### config.mk
export PLATFORM = sky130hd
export DESIGN_NAME = pol_detect
export DESIGN_NICKNAME = d
export VERILOG_FILES = /design/src/rtl/pol_pkg.sv /design/src/rtl/pol_streak_ctr.sv /design/src/rtl/pol_flag_latch.sv /design/src/rtl/pol_data_fix.sv /design/src/rtl/pol_detect.sv
export SDC_FILE = /design/constraint.sdc
export NUM_CORES = 1
export LEC_CHECK = 0
export ABC_AREA = 1
export BUFFER_PORTS_ARGS = -buffer_cell sky130_fd_sc_hd__buf_2
export CAP_MARGIN = 20
export CORE_AREA = 2 2 39 41
export DETAILED_ROUTE_END_ITERATION = 6
export DIE_AREA = 0 0 41 43
export SLEW_MARGIN = 20
export SYNTH_ARGS = -nofsm -noshare
export SYNTH_HDL_FRONTEND = slang
export SYNTH_SLANG_ARGS = --single-unit
### constraint.sdc
create_clock -name clk -period 1.3 [get_ports clk]
set_clock_uncertainty 0.2 [all_clocks]
set_input_delay 0.13 -clock clk [delete_from_list [all_inputs] [get_ports clk]]
set_output_delay 0.13 -clock clk [all_outputs]
set_load 0.01 [all_outputs]
### src/rtl/pol_pkg.sv
package pol_pkg;

    // One polarity event source: normal and inverted indications
    typedef struct packed {
        logic norm;
        logic inv;
    } pol_evt_t;

    // Trigger paths, index into the streak counter array
    typedef enum int {
        PATH_LINK = 0,
        PATH_PKT  = 1
    } pol_path_e;

    localparam int NPATH = 2;

    // Next streak value: normal wins, inverted counts up and saturates at thr
    function automatic int unsigned streak_next(int unsigned cur,
                                                logic norm, logic inv,
                                                int unsigned thr);
        if (norm)
            return 0;
        else if (inv && cur < thr)
            return cur + 1;
        else
            return cur;
    endfunction

endpackage

### src/rtl/pol_streak_ctr.sv
module pol_streak_ctr
    import pol_pkg::*;
#(
    parameter int THR = 7
) (
    input  logic     clk,
    input  logic     rst,
    input  logic     clr,
    input  pol_evt_t evt,
    output logic     trip
);
    localparam int CW = $clog2(THR + 1);

    logic [CW-1:0] cnt_q;
    logic [CW-1:0] cnt_nx;

    always_comb begin
        cnt_nx = CW'(streak_next(int'(cnt_q), evt.norm, evt.inv, THR));
    end

    always_ff @(posedge clk) begin
        if (rst || clr)
            cnt_q <= '0;
        else
            cnt_q <= cnt_nx;
    end

    // Streak reaches its threshold on this edge
    assign trip = !clr && (cnt_nx == CW'(THR));

endmodule

### src/rtl/pol_flag_latch.sv
module pol_flag_latch
    import pol_pkg::*;
(
    input  logic             clk,
    input  logic             rst,
    input  logic             clr,
    input  logic [NPATH-1:0] set_req,
    output logic             bad
);
    always_ff @(posedge clk) begin
        if (rst || clr)
            bad <= 1'b0;
        else if (|set_req)
            bad <= 1'b1;
    end
endmodule

### src/rtl/pol_data_fix.sv
module pol_data_fix #(
    parameter int DW = 1
) (
    input  logic          bad,
    input  logic [DW-1:0] din,
    output logic [DW-1:0] dout
);
    always_comb begin
        dout = din ^ {DW{bad}};
    end
endmodule

### src/rtl/pol_detect.sv
module pol_detect
    import pol_pkg::*;
#(
    parameter int LINK_THR = 7,
    parameter int PKT_THR  = 3,
    parameter int DW       = 1
) (
    input  logic          clk,
    input  logic          rst,
    input  logic          clr,
    input  logic          lnk_ok,
    input  logic          lnk_rev,
    input  logic          eop_ok,
    input  logic          eop_rev,
    input  logic [DW-1:0] rx_raw,
    output logic          pol_bad,
    output logic [DW-1:0] rx_fix
);
    pol_evt_t         evt [NPATH];
    logic [NPATH-1:0] trip;

    always_comb begin
        evt[PATH_LINK] = '{norm: lnk_ok, inv: lnk_rev};
        evt[PATH_PKT]  = '{norm: eop_ok, inv: eop_rev};
    end

    for (genvar g = 0; g < NPATH; g++) begin : g_path
        localparam int T = (g == PATH_LINK) ? LINK_THR : PKT_THR;
        pol_streak_ctr #(.THR(T)) u_ctr (
            .clk  (clk),
            .rst  (rst),
            .clr  (clr),
            .evt  (evt[g]),
            .trip (trip[g])
        );
    end

    pol_flag_latch u_latch (
        .clk     (clk),
        .rst     (rst),
        .clr     (clr),
        .set_req (trip),
        .bad     (pol_bad)
    );

    pol_data_fix #(.DW(DW)) u_fix (
        .bad  (pol_bad),
        .din  (rx_raw),
        .dout (rx_fix)
    );
endmodule

==> impl_metrics.py, run 1 <==
metrics = {
    "global_route": {
        "grt_pass1_vias": 287,
        "grtUsageTotal_pct": 9.78,
        "antenna_found_initial": 0,
        "grt-ovfl-total": 0,
        "grt_pass1_wl_um": 1080,
        "grt_start_max_net_pins": 6,
    },
    "placement": {
        "portBuffers": 9,
        "gp_congestion": 0.702,
        "place_ws_ns": -0.0392,
        "place_area_um2": 439,
        "place.detailed.hpwl_um": 535,
        "dp_cells": 82,
    },
    "route": {
        "drtIter0Drc": 3,
        "drt-total-wl_um": 688,
        "avgRoutedWirePerCell_um": 7.82,
        "postRouteAntennaNets": 0,
        "drc": 0,
        "dr.pass1.iters": 4,
        "vias": 358,
        "via_per_inst": 4.07,
    },
    "timing": {
        "holdWs_ns": -0.0197,
        "final.setup.tns_ns": 0,
        "maxSlewViolCount": 0,
        "setup_viol": 0,
        "tightest_slew_ns": 0.186,
        "slew_headroom_pct": 87.6,
        "period_share_pct": 99.5,
        "fmax_mhz": 773,
        "hold_viol": 1,
        "layout_min_cycle_time_ns": 1.29,
        "setup_ws_ns": 0.00642,
        "rsz0062_at_grt": "yes",
    },
    "critical_path": {
        "path_cells": "ha_2 -> inv_1 -> nand3_2 -> nand3_2 -> nor2_1 -> nor2_1 -> nand2_1",
        "cp_slowest_cell": "dfxtp_2",
        "r2r-start": "g_path[1].u_ctr.cnt_q[0]$_SDFF_PP0_",
        "worstPathArrival_ns": 1.23,
        "crit_buf_inv": 1,
        "crit_family": "flip-flops",
        "rr_worst_depth": 7,
        "crit_path_end_kind": "flop",
        "crit_path_start_kind": "flop",
        "r2r_setup_slack_ns": 0.006,
        "r2r_end": "u_latch.bad$_SDFFE_PP0P_",
        "worstPathRequired_ns": 1.23,
        "path_class": "flop to flop",
        "slowest_delay_ns": 0.33,
        "cp_max_fo": 3,
    },
    "clocking": {
        "cts.path.max_buffers": 2,
        "insertion_delay_ns": 0.24,
        "cts_buffers": 3,
        "clk_pin_slew_ns": 0.04,
        "cts-root-buf": "clkbuf_4",
        "h-tree-depth": 1,
        "post_cts_buffers": 0,
        "cts_sinks": 6,
        "cts_tree": "built",
    },
    "floorplan": {
        "ioPinCount": 10,
        "rows": 14,
        "die_h_um": 43,
        "core_area_mm2": 0.00138,
        "die-area_mm2": 0.00176,
        "die_x_um": 41,
        "initial_core_util_pct": 25.9,
    },
    "synth": {
        "ys_seq_area_share_pct": 33.4,
        "synth_common_cells": "nand2_1, inv_1, nor2_1, dfxtp_1, nand3_1",
        "synth.most_common_cell": "nand2_1",
        "synth_top_area_share_pct": 33.4,
        "synthArstFlopShare_pct": 0,
        "synth_fp_nets": 65,
        "syn_avg_cell_area_um2": 6.53,
        "synth_edf_count": 0,
        "synthFlopType": "dfxtp_1",
        "yosys-top-cells-area": "dfxtp_1, nand2_1, inv_1, nor2_1, ha_1",
        "syn_area_um2": 359,
        "yosysUniqueCellTypes": 12,
        "ys_warn_count": 0,
        "ys_seq_elements": 6,
        "yosysTopAreaCell": "dfxtp_1",
        "syn_inst": 55,
    },
    "min_path": {
        "hold_depth": 4,
        "hold_path.class": "input port to flop",
        "min_from": "lnk_ok",
        "hold-path-endpoint": "g_path[0].u_ctr.cnt_q[0]$_SDFF_PP0_",
    },
    "final_layout": {
        "area_delta_synth_final_pct": 41.8,
        "fin_cells": 88,
        "drive_gt1_share_pct": 33.3,
        "num-nets-final": 84,
        "final_core_util_pct": 36.8,
        "finalInstanceArea_um2": 509,
        "diodes": 0,
    },
    "status": {
        "status": "finished, violations left",
        "violations": "negative hold slack",
    },
    "power": {
        "cellLeakagePower_nw": 0.277,
        "power-per-cell-area_mw_per_mm2": 822,
        "total_power_mw": 0.418,
        "ir_drop_v": 0.000585,
    },
    "run": {
        "drv_cap": 0,
    },
}
[flip-flops by register name (all words and copies together) (netlist names)]
name and count:
g_path.u_ctr.cnt_q 5, u_latch.bad 1
[worst max path at each step]
stage | from | endpoint | slack, ns | cells past startpoint
global route | g_path[1].u_ctr.cnt_q[1]$_SDFF_PP0_ | u_latch.bad$_SDFFE_PP0P_ | -0.08 | 9
CTS | g_path[1].u_ctr.cnt_q[0]$_SDFF_PP0_ | u_latch.bad$_SDFFE_PP0P_ | 0.0007 | 9
finish | g_path[1].u_ctr.cnt_q[0]$_SDFF_PP0_ | u_latch.bad$_SDFFE_PP0P_ | 0.006 | 7
floorplan | g_path[1].u_ctr.cnt_q[0]$_SDFF_PP0_ | u_latch.bad$_SDFFE_PP0P_ | 0.06 | 7
global placement | g_path[1].u_ctr.cnt_q[0]$_SDFF_PP0_ | u_latch.bad$_SDFFE_PP0P_ | 0.001 | 7
detailed placement | g_path[1].u_ctr.cnt_q[0]$_SDFF_PP0_ | u_latch.bad$_SDFFE_PP0P_ | -0.04 | 7
[cell type report]
| class | instances | area [µm²] |
|---|---|---|
| Clock buffer | 3 | 22.5 |
| Fill cell | 152 | 875 |
| Inverter | 12 | 45.0 |
| Multi-Input combinational cell | 37 | 209 |
| Sequential cell | 6 | 123 |
| Tap cell | 16 | 20.0 |
| Timing Repair Buffer | 14 | 90.1 |
[metal layers]
metal	part of all wire (%)	vias to the layer above	track usage [%]
li1	-	198	-
met3	5.4	0	6.28
met1	41	154	9.77
met2	54	6	14.4
met4	0	0	6.00
met5	0	-	0
[tightest hold or removal path, cell delays in order]
cell and delay [ns]:
buf_2 0.08, nor2_1 0.06, nand3_2 0.07, inv_1 0.04
[cell usage in the layout, fill, tap and decap left out]
master	Yosys	routed
a21boi_1	1	1
buf_2	0	9
buf_4	0	2
clkbuf_4	0	3
dfxtp_1	6	4
dfxtp_2	0	2
dlygate4sd3_1	0	3
ha_1	2	1
ha_2	0	1
inv_1	11	11
inv_2	1	1
nand2_1	13	12
nand2_2	1	2
nand3_1	5	3
nand3_2	2	4
nor2_1	10	10
or2_1	1	1
xor2_1	2	2
[power by group]
group          internal (mW)  total, mW  switching, mW
clock network          0.104      0.168         0.0640
logic                 0.0303     0.0595         0.0292
registers              0.188      0.191        0.00222
[logic make-up (layout without fill, tap and decap cells)]
group                    Yosys count  count (layout)  share of synthesized area [%]
AO/OA/AOI/OAI                      1               1                           2.09
XOR/XNOR                           2               2                           4.88
adder cells (fa/ha/maj)            2               2                           6.97
buffers and inverters             12              29                           12.5
flip-flops                         6               6                           33.5
AND/OR/NAND/NOR                   32              32                           40.1
[timing repair]
action / in CTS / in global routing
setup endpoints to repair: 1 / 1
hold endpoints to repair: 4 / 1
hold buffers: 2 / 1
resized for setup: 4 / 2
pin swaps: 1 / 4
No activity file was read; power rests on OpenSTA's default activity.
==> inputs of run 2 (changes only) <==
--- a/config.mk
+++ b/config.mk
@@ -5,12 +5,12 @@
 export SDC_FILE = /design/constraint.sdc
 export NUM_CORES = 1
 export LEC_CHECK = 0
-export ABC_AREA = 1
 export BUFFER_PORTS_ARGS = -buffer_cell sky130_fd_sc_hd__buf_2
 export CAP_MARGIN = 20
 export CORE_AREA = 2 2 39 41
 export DETAILED_ROUTE_END_ITERATION = 6
 export DIE_AREA = 0 0 41 43
+export GPL_TIMING_DRIVEN = 0
 export SLEW_MARGIN = 20
 export SYNTH_ARGS = -nofsm -noshare
 export SYNTH_HDL_FRONTEND = slang
==> run 2 against run 1 <==
- the run ends with negative hold slack, negative setup slack left
- register-to-register slack worse by 0.17 ns
- first-iteration DRC count increased by 100%
- final cell count shrank 25%
- synthesized cell count down 40%
- wire length is 1.5% lower
- synthesized area down 13%
- non-clock buffer count stayed put
- worst setup slack worse by 0.17 ns
- utilization fell by 1.6 points
- final area down 4.4%
- fmax is 11% lower
- critical path type unchanged
==> impl_metrics.py, run 2 <==
metrics = {
    "final_layout": {
        "fill_cells": 146,
        "mostFrequentLayoutCells": "buf_2, a21oi_1",
        "top_regs": "g_path.u_ctr.cnt_q x5, u_latch.bad x1",
        "final_common_cell": "buf_2",
        "top_register": "g_path.u_ctr.cnt_q",
        "finalInstanceArea_um2": 487,
        "num-nets-final": 62,
        "area_delta_synth_final_pct": 55.0,
        "largest_reg_flops": 5,
        "diodes": 0,
        "final_core_util_pct": 35.2,
        "drive_gt1_share_pct": 48.0,
    },
    "critical_path": {
        "worstPathRequired_ns": 1.23,
        "crit_path_start_kind": "flop",
        "r2r_setup_slack_ns": -0.16,
        "crit_path_end_kind": "flop",
        "cp_max_fo": 2,
        "r2r-start": "g_path[1].u_ctr.cnt_q[1]$_SDFF_PP0_",
        "r2r_end": "u_latch.bad$_SDFFE_PP0P_",
        "rr_worst_depth": 5,
        "path_class": "flop to flop",
        "worstPathArrival_ns": 1.39,
    },
    "synth": {
        "yosys-top-cells-area": "dfxtp_1, ha_1, a21oi_1, mux2i_1, xor2_1",
        "syn_avg_cell_area_um2": 9.52,
        "syn_inst": 33,
        "yosysTopAreaCell": "dfxtp_1",
        "synth_fp_nets": 43,
        "synth_common_cells": "dfxtp_1, a21oi_1, nor2_1",
        "ys_seq_area_share_pct": 38.2,
        "yosysUniqueCellTypes": 18,
        "ys_seq_elements": 6,
        "synthArstFlopShare_pct": 0,
        "synthFlopType": "dfxtp_1",
        "ys_warn_count": 0,
        "synth_top_area_share_pct": 38.2,
        "synth.most_common_cell": "dfxtp_1",
        "synth_edf_count": 0,
        "syn_area_um2": 314,
    },
    "power": {
        "p_clk_share_pct": 42.1,
        "seq_power_share_pct": 45.8,
        "power-per-cell-area_mw_per_mm2": 847,
        "cellLeakagePower_nw": 0.208,
        "p_sw_share_pct": 22.8,
        "ir_drop_v": 0.000377,
        "p_switching_mw": 0.0941,
        "cellInternalPower_mw": 0.318,
        "comb_power_share_pct": 12.1,
    },
    "placement": {
        "gp_congestion": 0.690,
        "place_ws_ns": -0.177,
        "portBuffers": 9,
        "place.detailed.hpwl_um": 471,
        "place_area_um2": 402,
    },
    "timing": {
        "maxSlewViolCount": 0,
        "setup_ws_ns": -0.160,
        "final.setup.tns_ns": -0.160,
        "setup_viol": 1,
        "holdWs_ns": -0.0194,
        "rsz0062_at_grt": "yes",
        "tightest_slew_ns": 0.270,
        "period_share_pct": 112,
        "layout_min_cycle_time_ns": 1.46,
        "slew_headroom_pct": 81.7,
        "hold_viol": 2,
        "fmax_mhz": 685,
    },
    "floorplan": {
        "die_h_um": 43,
        "initial_core_util_pct": 22.7,
        "die-area_mm2": 0.00176,
        "core_area_mm2": 0.00138,
        "rows": 14,
        "ioPinCount": 10,
        "die_x_um": 41,
    },
    "clocking": {
        "h-tree-depth": 1,
        "cts.path.max_buffers": 2,
        "clk_pin_slew_ns": 0.05,
        "cts-root-buf": "clkbuf_4",
        "cts_tree": "built",
        "insertion_delay_ns": 0.25,
        "cts_buffers": 3,
        "cts_sinks": 6,
    },
    "status": {
        "violations": "negative hold slack, negative setup slack",
        "status": "finished, violations left",
    },
    "min_path": {
        "hold_path.class": "input port to flop",
        "min_from": "clr",
        "hold_depth": 3,
        "hold-path-endpoint": "g_path[0].u_ctr.cnt_q[0]$_SDFF_PP0_",
    },
    "global_route": {
        "grtUsageTotal_pct": 9.76,
        "grt_pass1_vias": 291,
        "grt_pass1_wl_um": 1110,
        "grt_start_max_net_pins": 6,
        "grt-ovfl-total": 0,
        "antenna_found_initial": 0,
    },
    "route": {
        "vias": 304,
        "drt-total-wl_um": 678,
        "dr.pass1.iters": 4,
        "drc": 0,
        "avgRoutedWirePerCell_um": 10.3,
        "postRouteAntennaNets": 0,
        "via_per_inst": 4.61,
        "drtIter0Drc": 6,
    },
    "run": {
        "drv_cap": 0,
    },
}
[run 2: changes by cell type in the layout (fill, tap and decap cells not counted), moves of 4 or more]
| cell | change |
|---|---|
| nand2_1 | -11 |
| nor2_1 | -7 |
| inv_1 | -11 |
| a21oi_1 | +4 |
| nand3_2 | -4 |
[run 2: final cells by class]
cell class	instances	area [µm²]	area share, %
flip-flops and latches	6	128	26.2
repair buffers	14	90.1	18.5
well taps	16	20.0	4.11
clock buffers	3	22.5	4.63
multi-input cells	27	226	46.5
[run 2: cell families after synthesis]
family	count (synthesis)	synth area share (%)
AO/OA/AOI/OAI	7	14.3
XOR/XNOR	2	5.58
adder cells (fa/ha/maj)	2	7.97
flip-flops	6	38.2
multiplexers	2	6.37
AND/OR/NAND/NOR	14	27.5
[run 2: power groups by stage]
stage / registers, mW / logic (mW) / clock network (mW)
6_report: 0.189 / 0.0499 / 0.173
3_5_place_dp: 0.194 / 0.0396 / 0
4_1_cts: 0.189 / 0.0445 / 0.185
5_1_grt: 0.189 / 0.0552 / 0.184
2_1_floorplan: 0.193 / 0.0185 / 0
3_3_place_gp: 0.194 / 0.0393 / 0
[run 2: worst max-delay path: stages (launching register included)]
cell	delay (ns)
dfxtp_2	0.33
ha_4	0.23
nor4bb_1	0.12
a31oi_1	0.17
o21bai_1	0.08
a32o_2	0.22
[run 2: timing repair]
item,4_1_cts,5_1_grt
hold buffers,1,2
gates resized for setup,4,0
buffers inserted,2,0
pin swaps,2,0
endpoints found under the hold margin,5,4
endpoints found under the setup margin,2,3
[run 2: layer usage]
metal	global-route usage, %	share of wire, %
met1	12.3	44
met2	12.8	44
met3	3.14	7.7
met4	8.00	4.0
met5	0	0
[run 2: worst max path at each step]
stage | start | end | cells past startpoint
final | g_path[1].u_ctr.cnt_q[1]$_SDFF_PP0_ | u_latch.bad$_SDFFE_PP0P_ | 5
after global routing | g_path[1].u_ctr.cnt_q[0]$_SDFF_PP0_ | u_latch.bad$_SDFFE_PP0P_ | 5
after CTS | g_path[1].u_ctr.cnt_q[1]$_SDFF_PP0_ | u_latch.bad$_SDFFE_PP0P_ | 5
after detailed placement | g_path[1].u_ctr.cnt_q[0]$_SDFF_PP0_ | u_latch.bad$_SDFFE_PP0P_ | 5
after global placement | g_path[1].u_ctr.cnt_q[0]$_SDFF_PP0_ | u_latch.bad$_SDFFE_PP0P_ | 5
after floorplan | g_path[1].u_ctr.cnt_q[0]$_SDFF_PP0_ | u_latch.bad$_SDFFE_PP0P_ | 5
[run 2: through the flow]
step | instances | power, mW
2_1_floorplan | 33 | 0.212
3_3_place_gp | 58 | 0.233
3_5_place_dp | 58 | 0.233
4_1_cts | 64 | 0.418
5_1_grt | 66 | 0.429
6_report | 66 | 0.412
